**src/rtl/ptmr_pkg.sv**
```systemverilog
package ptmr_pkg;

  localparam int RATIO_W = 3;
  localparam int DATA_W  = 8;

  // configuration byte bits 6:0; bit 7 reads as zero
  typedef struct packed {
    logic               sensSel;    // bit 6: 1 = sensing-oscillator input
    logic               cntMode;    // bit 5: 1 = count external edges
    logic               fallEdge;   // bit 4: 1 = high-to-low transitions
    logic               preBypass;  // bit 3: 1 = prescaler bypassed
    logic [RATIO_W-1:0] ratio;      // bits 2:0: divide by 2^(ratio+1)
  } cfg_t;

  localparam cfg_t CFG_RESET = '{sensSel: 1'b0, cntMode: 1'b0, fallEdge: 1'b0,
                                 preBypass: 1'b1, ratio: '0};

  typedef enum logic [1:0] {
    ADDR_COUNT = 2'd0,
    ADDR_CFG   = 2'd1,
    ADDR_STAT  = 2'd2,
    ADDR_NONE  = 2'd3
  } regAddr_e;

  // datapath -> control: register write events
  typedef struct packed {
    logic cntWrite;
    logic cfgWrite;
  } regEvt_t;

  // control -> datapath: count strobe
  typedef struct packed {
    logic incEn;
  } cntStb_t;

endpackage

```
**src/rtl/ptmr_ctrl.sv**
```systemverilog
module ptmr_ctrl
  import ptmr_pkg::*;
#(
  parameter int CYC_DIV     = 4,
  parameter int SYNC_FF     = 2,
  parameter int SYNC_TCY    = 2,
  parameter int INHIBIT_CYC = 2
) (
  input  logic    clk,
  input  logic    rstN,
  input  logic    extPin,
  input  logic    senseClk,
  input  cfg_t    cfg,
  input  regEvt_t regEvt,
  output cntStb_t cntStb
);

  localparam int DIV_W = (CYC_DIV > 1) ? $clog2(CYC_DIV) : 1;
  localparam int PRE_W = 1 << RATIO_W;
  localparam int INH_W = $clog2(INHIBIT_CYC + 1);
  localparam int N_IN  = 2;

  // instruction-cycle strobe
  logic [DIV_W-1:0] divCnt;
  logic cycStrobe;

  assign cycStrobe = (divCnt == DIV_W'(CYC_DIV - 1));

  always_ff @(posedge clk or negedge rstN) begin
    if (!rstN) divCnt <= '0;
    else if (cycStrobe) divCnt <= '0;
    else divCnt <= divCnt + 1'b1;
  end

  // per-input synchronizer and edge detector
  logic [N_IN-1:0] rawIn;
  logic [N_IN-1:0] riseIn;
  logic [N_IN-1:0] fallIn;

  assign rawIn = {senseClk, extPin};

  for (genvar g = 0; g < N_IN; g++) begin : gSync
    logic [SYNC_FF-1:0] chain;
    logic prevLvl;
    always_ff @(posedge clk or negedge rstN) begin
      if (!rstN) begin
        chain   <= '0;
        prevLvl <= 1'b0;
      end else begin
        chain   <= {chain[SYNC_FF-2:0], rawIn[g]};
        prevLvl <= chain[SYNC_FF-1];
      end
    end
    assign riseIn[g] = chain[SYNC_FF-1] & ~prevLvl;
    assign fallIn[g] = ~chain[SYNC_FF-1] & prevLvl;
  end

  logic selIdx;
  logic extEdge;
  logic rawEvent;

  assign selIdx   = cfg.sensSel;
  assign extEdge  = cfg.fallEdge ? fallIn[selIdx] : riseIn[selIdx];
  assign rawEvent = cfg.cntMode ? extEdge : cycStrobe;

  // prescaler
  logic [PRE_W-1:0] preCnt;
  logic [PRE_W-1:0] preMask;
  logic preHit;
  logic tick;
  logic regTouch;

  assign regTouch = regEvt.cntWrite | regEvt.cfgWrite;

  always_comb begin
    for (int i = 0; i < PRE_W; i++) preMask[i] = (i <= int'(cfg.ratio));
  end

  assign preHit = rawEvent && ((preCnt & preMask) == preMask);
  assign tick   = cfg.preBypass ? rawEvent : preHit;

  always_ff @(posedge clk or negedge rstN) begin
    if (!rstN) preCnt <= '0;
    else if (regTouch) preCnt <= '0;
    else if (rawEvent) preCnt <= preHit ? '0 : preCnt + 1'b1;
  end

  // instruction-cycle synchronizer of the count events
  logic pending;
  logic [SYNC_TCY-1:0] stage;

  always_ff @(posedge clk or negedge rstN) begin
    if (!rstN) begin
      pending <= 1'b0;
      stage   <= '0;
    end else if (regTouch) begin
      pending <= 1'b0;
      stage   <= '0;
    end else if (cycStrobe) begin
      pending <= 1'b0;
      stage   <= {stage[SYNC_TCY-2:0], pending | tick};
    end else begin
      pending <= pending | tick;
    end
  end

  // post-write inhibit
  logic [INH_W-1:0] inhCnt;

  always_ff @(posedge clk or negedge rstN) begin
    if (!rstN) inhCnt <= '0;
    else if (regEvt.cntWrite) inhCnt <= INH_W'(INHIBIT_CYC);
    else if (cycStrobe && inhCnt != '0) inhCnt <= inhCnt - 1'b1;
  end

  assign cntStb.incEn = cycStrobe && stage[SYNC_TCY-1] && (inhCnt == '0)
                        && !regEvt.cntWrite;

endmodule

```
**src/rtl/ptmr_datapath.sv**
```systemverilog
module ptmr_datapath
  import ptmr_pkg::*;
(
  input  logic              clk,
  input  logic              rstN,
  input  logic              wrEn,
  input  logic [1:0]        regAddr,
  input  logic [DATA_W-1:0] wrData,
  input  cntStb_t           cntStb,
  output logic [DATA_W-1:0] rdData,
  output cfg_t              cfg,
  output regEvt_t           regEvt,
  output logic [DATA_W-1:0] countQ,
  output logic              flagQ,
  output logic              ovfPulse
);

  localparam int CFG_BITS = $bits(cfg_t);

  logic stsClear;
  logic wrapNow;

  assign regEvt.cntWrite = wrEn && (regAddr == ADDR_COUNT);
  assign regEvt.cfgWrite = wrEn && (regAddr == ADDR_CFG);
  assign stsClear        = wrEn && (regAddr == ADDR_STAT) && !wrData[0];
  assign wrapNow         = cntStb.incEn && !regEvt.cntWrite && (countQ == '1);

  always_ff @(posedge clk or negedge rstN) begin
    if (!rstN) countQ <= '0;
    else if (regEvt.cntWrite) countQ <= wrData;
    else if (cntStb.incEn) countQ <= countQ + 1'b1;
  end

  always_ff @(posedge clk or negedge rstN) begin
    if (!rstN) cfg <= CFG_RESET;
    else if (regEvt.cfgWrite) cfg <= cfg_t'(wrData[CFG_BITS-1:0]);
  end

  // a wrap in the same clock as a clear wins
  always_ff @(posedge clk or negedge rstN) begin
    if (!rstN) flagQ <= 1'b0;
    else if (wrapNow) flagQ <= 1'b1;
    else if (stsClear) flagQ <= 1'b0;
  end

  always_ff @(posedge clk or negedge rstN) begin
    if (!rstN) ovfPulse <= 1'b0;
    else ovfPulse <= wrapNow;
  end

  always_comb begin
    case (regAddr)
      ADDR_COUNT: rdData = countQ;
      ADDR_CFG:   rdData = DATA_W'(cfg);
      ADDR_STAT:  rdData = {{(DATA_W-1){1'b0}}, flagQ};
      default:    rdData = '0;
    endcase
  end

endmodule

```
**src/rtl/prescaled_timer.sv**
```systemverilog
module prescaled_timer #(
  parameter int CYC_DIV     = 4,
  parameter int SYNC_FF     = 2,
  parameter int SYNC_TCY    = 2,
  parameter int INHIBIT_CYC = 2
) (
  input  logic       clk,
  input  logic       rstN,
  input  logic       extPin,
  input  logic       senseClk,
  input  logic       wrEn,
  input  logic [1:0] regAddr,
  input  logic [7:0] wrData,
  output logic [7:0] rdData,
  output logic       ovfPulse
);

  ptmr_pkg::cfg_t    cfg;
  ptmr_pkg::regEvt_t regEvt;
  ptmr_pkg::cntStb_t cntStb;
  logic [7:0] countQ;
  logic       flagQ;

  ptmr_ctrl #(
    .CYC_DIV    (CYC_DIV),
    .SYNC_FF    (SYNC_FF),
    .SYNC_TCY   (SYNC_TCY),
    .INHIBIT_CYC(INHIBIT_CYC)
  ) u_ctrl (
    .clk     (clk),
    .rstN    (rstN),
    .extPin  (extPin),
    .senseClk(senseClk),
    .cfg     (cfg),
    .regEvt  (regEvt),
    .cntStb  (cntStb)
  );

  ptmr_datapath u_datapath (
    .clk     (clk),
    .rstN    (rstN),
    .wrEn    (wrEn),
    .regAddr (regAddr),
    .wrData  (wrData),
    .cntStb  (cntStb),
    .rdData  (rdData),
    .cfg     (cfg),
    .regEvt  (regEvt),
    .countQ  (countQ),
    .flagQ   (flagQ),
    .ovfPulse(ovfPulse)
  );

endmodule

```
**config.mk**
```make
export PLATFORM = sky130hd
export DESIGN_NAME = prescaled_timer
export DESIGN_NICKNAME = d
export VERILOG_FILES = /design/src/rtl/ptmr_pkg.sv /design/src/rtl/ptmr_ctrl.sv /design/src/rtl/ptmr_datapath.sv /design/src/rtl/prescaled_timer.sv
export SDC_FILE = /design/constraint.sdc
export NUM_CORES = 1
export LEC_CHECK = 0
export CAP_MARGIN = 20
export CORE_ASPECT_RATIO = 1.2
export CORE_MARGIN = 4
export CORE_UTILIZATION = 49
export CTS_CLUSTER_DIAMETER = 200
export DETAILED_ROUTE_END_ITERATION = 10
export GPL_TIMING_DRIVEN = 0
export PLACE_DENSITY = 0.85
export SLEW_MARGIN = 20
export SYNTH_ARGS = -nofsm -noshare
export SYNTH_HDL_FRONTEND = slang
export SYNTH_SLANG_ARGS = --single-unit
```
**constraint.sdc**
```tcl
create_clock -name clk -period 1.7 [get_ports clk]
set_clock_uncertainty 0.05 [all_clocks]
set_input_delay 0.34 -clock clk [delete_from_list [all_inputs] [get_ports clk]]
set_output_delay 0.34 -clock clk [all_outputs]
set_load 0.005 [all_outputs]
```
==> out/qor_table.md, run 1 <==
| Group | Result | Reported |
| --- | --- | --- |
| run status | Run status | complete, but fails checks |
| run status | Violations in the final reports | setup timing |
| global routing | Global-route usage over all layers | 0.1808 |
| finish | Finished Cell Area | 2601 um2 |
| synth | Post-synthesis net count | 204 |
| timing | Period minus WS final | 1.961 ns |
| power and ir drop | Cell Pwr Density | 1019 nW/um2 |
| power and ir drop | Clock share of power | 0.346 |
| detailed routing | Detailed Route Iter0 Violations | 124 |
| finish | Number of filler cells placed in the layout | 257 |
| floorplan | I/O Pins | 24 |
| synth | Part of the Yosys area used for sequential elements | 0.5016 |
| floorplan | Standard-cell rows | 24 |
| timing | Tightest Pin Transition | 0.4196 ns |
| finish | Proportion of layout cells with a drive suffix above 1 | 0.2754 |
| detailed routing | Detailed-routing iteration count for the pre-antenna-repair pass | 5 |
| power and ir drop | Portion of total power attributed to combinational logic | 0.216 |
| synth | Number of distinct library cell variants in the gate-level netlist after synthesis | 39 |
| global routing | Initial antenna violation count | 0 |
| floorplan | Core outline area | 3694 um2 |
| critical path | Worst Setup SP | u_datapath.cfg[0] |
| placed design | Placement Setup Slack | -0.8217 ns |
| detailed routing | DRC violations left | 0 |
| detailed routing | Uppermost signal routing layer after detailed routing | met4 |
| critical path | Highest-delay cell along the critical path | or4_4 |
| critical path | Reg2Reg Depth | 6 |
| timing | Max_slew headroom | 0.7173 |
| timing | Unrepaired setup endpoints after global routing | true |
| floorplan | Full die area | 4938 um2 |
| floorplan | Vertical die dimension | 76.18 um |
| run | Number of violations of the max-capacitance limit | 0 |
| synth | Post-synthesis sequential element count | 38 |
| floorplan | Effective utilization at floorplan | 0.5139 |
| detailed routing | Final routed wire length divided by cell count | 15.55 um |
| finish | Sequential cell area | 953.4 um2 |
| critical path | Worst reg2reg setup slack | -0.26 ns |
| synth | Post-synthesis instance total | 185 |
| finish | NumNets Final | 254 |
| synth | Basic-gate share of the synthesized area counting and, or, nand and nor cells | 0.1872 |
| timing | Max Clock Freq | 0.5101 GHz |
| critical path | Crit Path Class | reg2reg |
| detailed routing | Routed length on met3 | 151 um |
| critical path | CP Buf/Inv Count | 0 |
| finish | Layout overhead on the synthesized area | 37.05% |
| detailed routing | DR vias/cell | 5.590 |
| critical path | Capture instance of the worst register-to-register path | u_ctrl.preCnt[4] |
| critical path | R2r startpoint | u_datapath.cfg[0] |
| placed design | Placed instance area | 2220 um2 |
| critical path | Worst endpoint data arrival time | 2.08 ns |
| floorplan | Horiz. Die Dim | 64.82 um |
| power and ir drop | Leakage Power | 1.178 nW |
| synth | Area share of the leading cell type in the synthesized netlist | 0.4878 |
| clock network | CTS Buf Count | 5 |
| detailed routing | Metal1 wirelength | 1931 um |
| timing | Final Setup Violations | 11 |
| synth | Synthesized-area fraction occupied by ao, oa, aoi and oai cells | 0.1220 |
| placed design | Dpl hpwl | 2653 um |
| critical path | CP max FO | 6 |
| detailed routing | Detail Route Antenna Nets | 0 |
| critical path | Crit-path cells | nor2_2, nor2_1, or4_4, a221oi_4, and2_4, a311oi_1 |
| placed design | Count of buffers from port buffering | 23 |
| detailed routing | Detailed route wirelength on metal2 | 2290 um |
| synth | Adder-cell area share of the yosys netlist | 0.02637 |
| clock network | Clock slew at reported path FFs | 0.08 ns |
| synth | Total number of yosys warnings | 0 |
| synth | Post-synth design cell area | 1898 um2 |
| critical path | Critical path capture point type | register |
| hold path | Worst hold path endpoint | u_ctrl.gSync[1].chain[1] |
| critical path | Stage delay of the slowest cell on the critical path | 0.55 ns |
| timing | Final setup margin | -0.2606 ns |
| synth | Avg Cell Area, Syn | 10.26 um2 |
| finish | Area taken by multi-input logic gates | 970.9 um2 |
| critical path | Startpoint class of the critical path | register |
| timing | Final hold violation count | 0 |
| synth | Main combinational cell family by area after synthesis | simple AND/OR/NAND/NOR gates |
| hold path | Worst Hold Depth | 0 |
| synth | Synth top area cells | dfrtp_1 49%, mux2i_1 5.3%, nor2_1 4.9% |
| critical path | CP Data Required Time | 1.82 ns |
| power and ir drop | Net Sw Frac | 0.2690 |
| synth | Share of synthesized area spent on multiplexers | 0.09426 |
| detailed routing | Via count | 1610 |
| global routing | Global-route wire length before repair | 7044 um |
| finish | Diode insertion count for antenna repair | 0 |
| synth | Area share of xor/xnor cells in the synthesized design | 0.04153 |
| critical path | Cell class contributing the biggest share of worst-path delay | simple AND/OR/NAND/NOR gates |
| global routing | Via count of the first global-routing pass | 1526 |
| timing | Final Max Slew Viols | 0 |
| global routing | Total congestion overflow | 0 |
| clock network | Number of H-tree branching levels | 2 |
| clock network | CTS tree | done |
| clock network | Cell chosen for the clock root | clkbuf_8 |
| clock network | CTS Sinks | 38 |
| clock network | Insertion delay to the later sink of the worst-skew pair | 0.29 ns |
| synth | Largest area contributor in the synthesized netlist | dfrtp_1 |
| global routing | Pin count of the biggest net entering global routing | 26 |
| placed design | Final Wtd Congestion | 0.8279 |
| power and ir drop | Switching power | 0.7131 mW |
| hold path | Hold Crit Start | u_ctrl.gSync[1].chain[0] |
| clock network | CTS Buffer Depth | 2 |
| power and ir drop | IR Drop Worst-Case VDD | 595.8 uV |
| power and ir drop | Int Power | 1.937 mW |
| hold path | Hold Crit Class | reg2reg |
| detailed routing | Detailed Route WL | 4479 um |
| timing | Period utilization | 1.153 |
| power and ir drop | Share of total power in sequential cells | 0.438 |
-- flip-flops by register name (all words and copies together) (netlist names) --
signal / count
u_datapath.countQ: 8
u_ctrl.stage: 2
u_datapath.cfg: 7
u_ctrl.pending: 1
u_ctrl.gSync.prevLvl: 2
u_ctrl.divCnt: 2
u_datapath.ovfPulse: 1
u_datapath.flagQ: 1
u_ctrl.preCnt: 8
u_ctrl.gSync.chain: 4
u_ctrl.inhCnt: 2
-- worst max path at each step --
stage	depth (start not counted)	slack (ns)	endpoint
after global placement	5	-0.83	rdData[3]
after global routing	6	-0.34	u_ctrl.preCnt[6]
after detailed placement	5	-0.82	rdData[3]
after CTS	7	-0.25	u_ctrl.preCnt[3]
final	6	-0.26	u_ctrl.preCnt[4]
after floorplan	7	-0.13	u_ctrl.preCnt[7]
-- cell families after synthesis --
group / after synthesis
buffers and inverters: 12
flip-flops: 38
XOR/XNOR: 9
AND/OR/NAND/NOR: 72
adder cells (fa/ha/maj): 4
multiplexers: 17
AO/OA/AOI/OAI: 33
-- area by class of cell --
type                    instances  share of cell area
clock buffers                   5             0.02646
repair buffers                 45              0.1558
multi-input cells             135              0.3733
well taps                      52             0.02501
plain buffers                   6             0.02068
flip-flops and latches         38              0.3665
clock inverters                 3             0.02646
inverters                       4            0.005772
-- metal layers --
| metal | vias up | track usage |
|---|---|---|
| li1 | 749 | - |
| met1 | 806 | 0.2338 |
| met2 | 41 | 0.2989 |
| met3 | 14 | 0.03245 |
| met4 | 0 | 0.06554 |
| met5 | - | 0 |
-- cells in the final DEF (no fill, tap or decap), types with 2 or more instances in the layout --
master / synthesis / final
o21ai_2: 2 / 2
mux2_2: 7 / 7
buf_6: 0 / 2
clkdlybuf4s50_1: 0 / 12
nand2_1: 21 / 20
bufinv_16: 0 / 2
nand2b_1: 3 / 3
o21ai_1: 2 / 3
nand3b_1: 2 / 2
inv_1: 4 / 4
ha_1: 4 / 3
xnor2_1: 4 / 3
xor2_1: 5 / 5
clkbuf_8: 0 / 6
dfrtp_1: 37 / 36
nor2_1: 25 / 24
a311oi_1: 5 / 2
clkbuf_2: 0 / 2
mux2i_1: 10 / 10
a21oi_1: 3 / 2
nor2b_1: 3 / 3
o21ai_0: 15 / 14
buf_2: 2 / 4
a311oi_2: 0 / 3
clkbuf_4: 0 / 2
buf_4: 1 / 18
dlygate4sd2_1: 0 / 5
and3_1: 7 / 7
-- power groups by stage --
stage,sequential (mW),clock [mW],combinational (mW)
after floorplan,1.14,0,0.290
after global placement,1.17,0,0.422
after detailed placement,1.17,0,0.439
after CTS,1.15,0.926,0.495
after global routing,1.18,0.967,0.638
final,1.16,0.918,0.573
-- through the flow --
step	instances	TNS [ns]	power [mW]	util	hold slack (ns)
2_1_floorplan	185	-0.7755	1.427	-	-0.005591
3_3_place_gp	260	-41.84	1.587	0.5949	0.2845
3_5_place_dp	261	-20.33	1.611	0.6009	0.2189
4_1_cts	279	-1.776	2.568	0.6707	0.3130
5_1_grt	288	-3.075	2.782	0.7043	0.3233
6_report	288	-2.075	2.651	0.7043	0.3122
-- Yosys cell counts --
cell type,n
xnor2_1,4
a211o_1,1
ha_1,4
nor3b_1,2
o21ai_2,2
clkbuf_1,4
buf_2,2
or4bb_1,1
nand3b_1,2
o21ai_1,2
inv_1,4
a21o_1,1
a41oi_1,1
a221oi_4,1
nor2b_1,3
buf_1,1
nor4b_1,1
dfrtp_1,37
buf_4,1
nor2_1,25
nand4b_1,1
xor2_1,5
a311oi_1,5
and3_1,7
or4_4,1
a211oi_2,1
mux2_2,7
mux2i_1,10
a31oi_1,1
o21ai_0,15
nand3_1,1
a21oi_1,3
and2_1,1
nor3_1,1
nand2_1,21
or3b_1,1
nand2b_1,3
dfstp_2,1
nand4_1,1
-- timing repair --
action | in CTS | in global routing
hold buffers | 1 | 0
hold endpoints to repair | 13 | 0
endpoints found under the setup margin | 36 | 27
resized for setup | 34 | 15
pin swaps | 2 | 8
buffers inserted | 9 | 10
gates cloned | 1 | 0
(Power assumes the default switching activity.)
==> run 2: changes to the inputs <==
--- a/config.mk
+++ b/config.mk
@@ -5,14 +5,13 @@
 export SDC_FILE = /design/constraint.sdc
 export NUM_CORES = 1
 export LEC_CHECK = 0
-export CAP_MARGIN = 20
 export CORE_ASPECT_RATIO = 1.2
 export CORE_MARGIN = 4
-export CORE_UTILIZATION = 49
+export CORE_UTILIZATION = 45
 export CTS_CLUSTER_DIAMETER = 200
 export DETAILED_ROUTE_END_ITERATION = 10
 export GPL_TIMING_DRIVEN = 0
-export PLACE_DENSITY = 0.85
+export PLACE_DENSITY = 0.8
 export SLEW_MARGIN = 20
 export SYNTH_ARGS = -nofsm -noshare
 export SYNTH_HDL_FRONTEND = slang
==> out/qor_table.md, run 2 (synthesis gave the netlist of run 1 again) <==
| Group | Result | Reported |
| --- | --- | --- |
| run status | Run status | complete, but fails checks |
| run status | Violations in the final reports | setup timing |
| clock network | CTS Buf Count | 5 |
| finish | Most used cells in the layout excluding fill and tap cells | 34 x dfrtp_1, 25 x nor2_1, 20 x nand2_1 |
| power and ir drop | Int Power | 1.621 mW |
| critical path | Crit Path Class | reg2reg |
| timing | Period utilization | 1.131 |
| clock network | CTS Buffer Depth | 2 |
| power and ir drop | Clock share of power | 0.248 |
| critical path | Startpoint class of the critical path | register |
| global routing | Via count of the first global-routing pass | 1539 |
| clock network | Number of H-tree branching levels | 2 |
| timing | Max Clock Freq | 0.5201 GHz |
| clock network | CTS tree | done |
| finish | Number of filler cells placed in the layout | 345 |
| timing | Post-route setup TNS | -1.807 ns |
| power and ir drop | Net Sw Frac | 0.2879 |
| floorplan | Standard-cell rows | 25 |
| global routing | Routing usage on met1 | 0.2155 |
| detailed routing | DRC violations left | 0 |
| critical path | CP max FO | 3 |
| power and ir drop | IR Drop Worst-Case VDD | 389.2 uV |
| timing | Final Setup Violations | 10 |
| run | Number of violations of the max-capacitance limit | 0 |
| global routing | Initial antenna violation count | 0 |
| finish | Diode insertion count for antenna repair | 0 |
| power and ir drop | Leakage Power | 1.126 nW |
| placed design | Dpl hpwl | 2752 um |
| placed design | Final Wtd Congestion | 0.8118 |
| detailed routing | Final routed wire length divided by cell count | 14.54 um |
| finish | Most common library cell in the layout ignoring fill and taps | dfrtp_1 |
| detailed routing | Detail Route Antenna Nets | 0 |
| global routing | Fraction of met2 tracks used by global routing | 0.2783 |
| timing | Final setup margin | -0.2229 ns |
| clock network | CTS Sinks | 38 |
| timing | Final hold violation count | 0 |
| detailed routing | Detailed Route Iter0 Violations | 111 |
| finish | Proportion of layout cells with a drive suffix above 1 | 0.2586 |
| critical path | Reg2Reg Depth | 7 |
| timing | Unrepaired setup endpoints after global routing | true |
| global routing | Global-route wire length before repair | 6906 um |
| floorplan | Horiz. Die Dim | 67.29 um |
| hold path | Hold Crit Class | reg2reg |
| critical path | Critical path capture point type | register |
| critical path | Capture instance of the worst register-to-register path | u_ctrl.pending |
| global routing | Total congestion overflow | 0 |
| critical path | CP Data Required Time | 1.85 ns |
| detailed routing | Via count | 1569 |
| power and ir drop | Cell Pwr Density | 910.4 nW/um2 |
| clock network | Clock slew at reported path FFs | 0.07 ns |
| global routing | Pin count of the biggest net entering global routing | 26 |
| global routing | Grt met3 use | 0.04102 |
| power and ir drop | Share of total power in sequential cells | 0.510 |
| placed design | Placed instance area | 2222 um2 |
| finish | Layout overhead on the synthesized area | 31.77% |
| detailed routing | DR vias/cell | 5.486 |
| floorplan | Full die area | 5325 um2 |
| critical path | R2r startpoint | u_datapath.cfg[0] |
| floorplan | Core outline area | 4004 um2 |
| timing | Period minus WS final | 1.923 ns |
| global routing | Global-route usage over all layers | 0.1686 |
| finish | Largest registers | u_ctrl.preCnt x8, u_datapath.countQ x8, u_datapath.cfg x7 |
| detailed routing | Detailed-routing iteration count for the pre-antenna-repair pass | 4 |
| finish | Finished Cell Area | 2501 um2 |
| detailed routing | Detailed Route WL | 4159 um |
| floorplan | I/O Pins | 24 |
| power and ir drop | Portion of total power attributed to combinational logic | 0.242 |
| floorplan | Vertical die dimension | 79.15 um |
| placed design | Count of buffers from port buffering | 23 |
| critical path | Worst reg2reg setup slack | -0.22 ns |
| timing | Tightest Pin Transition | 0.3734 ns |
| clock network | Insertion delay to the later sink of the worst-skew pair | 0.28 ns |
| timing | Max_slew headroom | 0.7511 |
| critical path | Worst Setup SP | u_datapath.cfg[0] |
| power and ir drop | Switching power | 0.6557 mW |
| finish | NumNets Final | 251 |
| critical path | Critical path capture point | u_ctrl.pending |
| critical path | Worst endpoint data arrival time | 2.07 ns |
| timing | Final Max Slew Viols | 0 |
| floorplan | Effective utilization at floorplan | 0.4741 |
| global routing | Highest-utilization routing layer at the global route stage | met2 |
| clock network | Cell chosen for the clock root | clkbuf_8 |
==> run 2: changes by cell type in the layout (fill, tap and decap cells not counted), sizes merged <==
cell / delta
clkdlybuf4s15: -2
dlygate4sd2: +1
bufinv: -2
clkbuf: +3
buf: -3
clkinv: -1
==> run 2: power groups by stage <==
stage	clock [mW]	combinational, mW	sequential, mW
after global placement	0	0.423	1.17
after floorplan	0	0.290	1.14
after global routing	0.618	0.613	1.18
after detailed placement	0	0.448	1.17
final	0.565	0.551	1.16
after CTS	0.583	0.484	1.15
==> run 2: layer usage <==
metal / vias to the layer above / wire (um) / part of all wire
met4: 0 / 91 / 0.022
li1: 737 / - / -
met2: 51 / 2052 / 0.49
met5: - / 0 / 0
met3: 11 / 247 / 0.059
met1: 770 / 1767 / 0.42
==> run 2: through the flow <==
step	instances	power, mW	util	setup slack [ns]	hold WS, ns
floorplan	185	1.427	-	-0.1266	-0.005591
global placement	262	1.589	0.5494	-0.8184	0.2843
detailed placement	263	1.622	0.5550	-0.8087	0.2220
CTS	276	2.221	0.5988	-0.2526	0.3051
global route	286	2.412	0.6247	-0.3236	0.3179
finish	286	2.277	0.6247	-0.2229	0.3013
==> run 2: final cells by class <==
class / instances / area [um2] / share of cell area
plain buffers: 7 / 66.31 / 0.02651
inverters: 4 / 15.01 / 0.006003
flip-flops and latches: 38 / 955.9 / 0.3822
well taps: 54 / 67.56 / 0.02701
repair buffers: 41 / 359.1 / 0.1436
multi-input cells: 135 / 960.9 / 0.3842
clock buffers: 7 / 76.32 / 0.03052
==> run 2: how the worst min path moves through the flow <==
| stage | startpoint | end | slack, ns | cells after the start |
|---|---|---|---|---|
| floorplan | rstN | u_ctrl.divCnt[0] | -0.006 | 0 |
| global placement | u_ctrl.gSync[1].chain[0] | u_ctrl.gSync[1].chain[1] | 0.28 | 0 |
| detailed placement | rstN | u_ctrl.preCnt[6] | 0.22 | 1 |
| CTS | u_ctrl.gSync[1].chain[0] | u_ctrl.gSync[1].chain[1] | 0.31 | 0 |
| global route | u_ctrl.gSync[0].chain[0] | u_ctrl.gSync[0].chain[1] | 0.32 | 0 |
| finish | u_ctrl.gSync[1].chain[0] | u_ctrl.gSync[1].chain[1] | 0.30 | 0 |
==> run 2: critical path: stages, from the launching register on <==
cell	delay, ns
dfrtp_2	0.42
nor2_1	0.12
nor2_1	0.05
or4_4	0.49
a221oi_4	0.30
buf_4	0.17
o21ai_4	0.06
a211oi_2	0.17
==> run 2: timing repair <==
item                                    in CTS  in global routing
hold buffers                                 1                  0
hold endpoints to repair                    13                  0
pin swaps                                    6                  1
endpoints found under the setup margin      36                 29
gates resized for setup                     30                 20
cloned                                       1                  0
buffers inserted                             5                 10
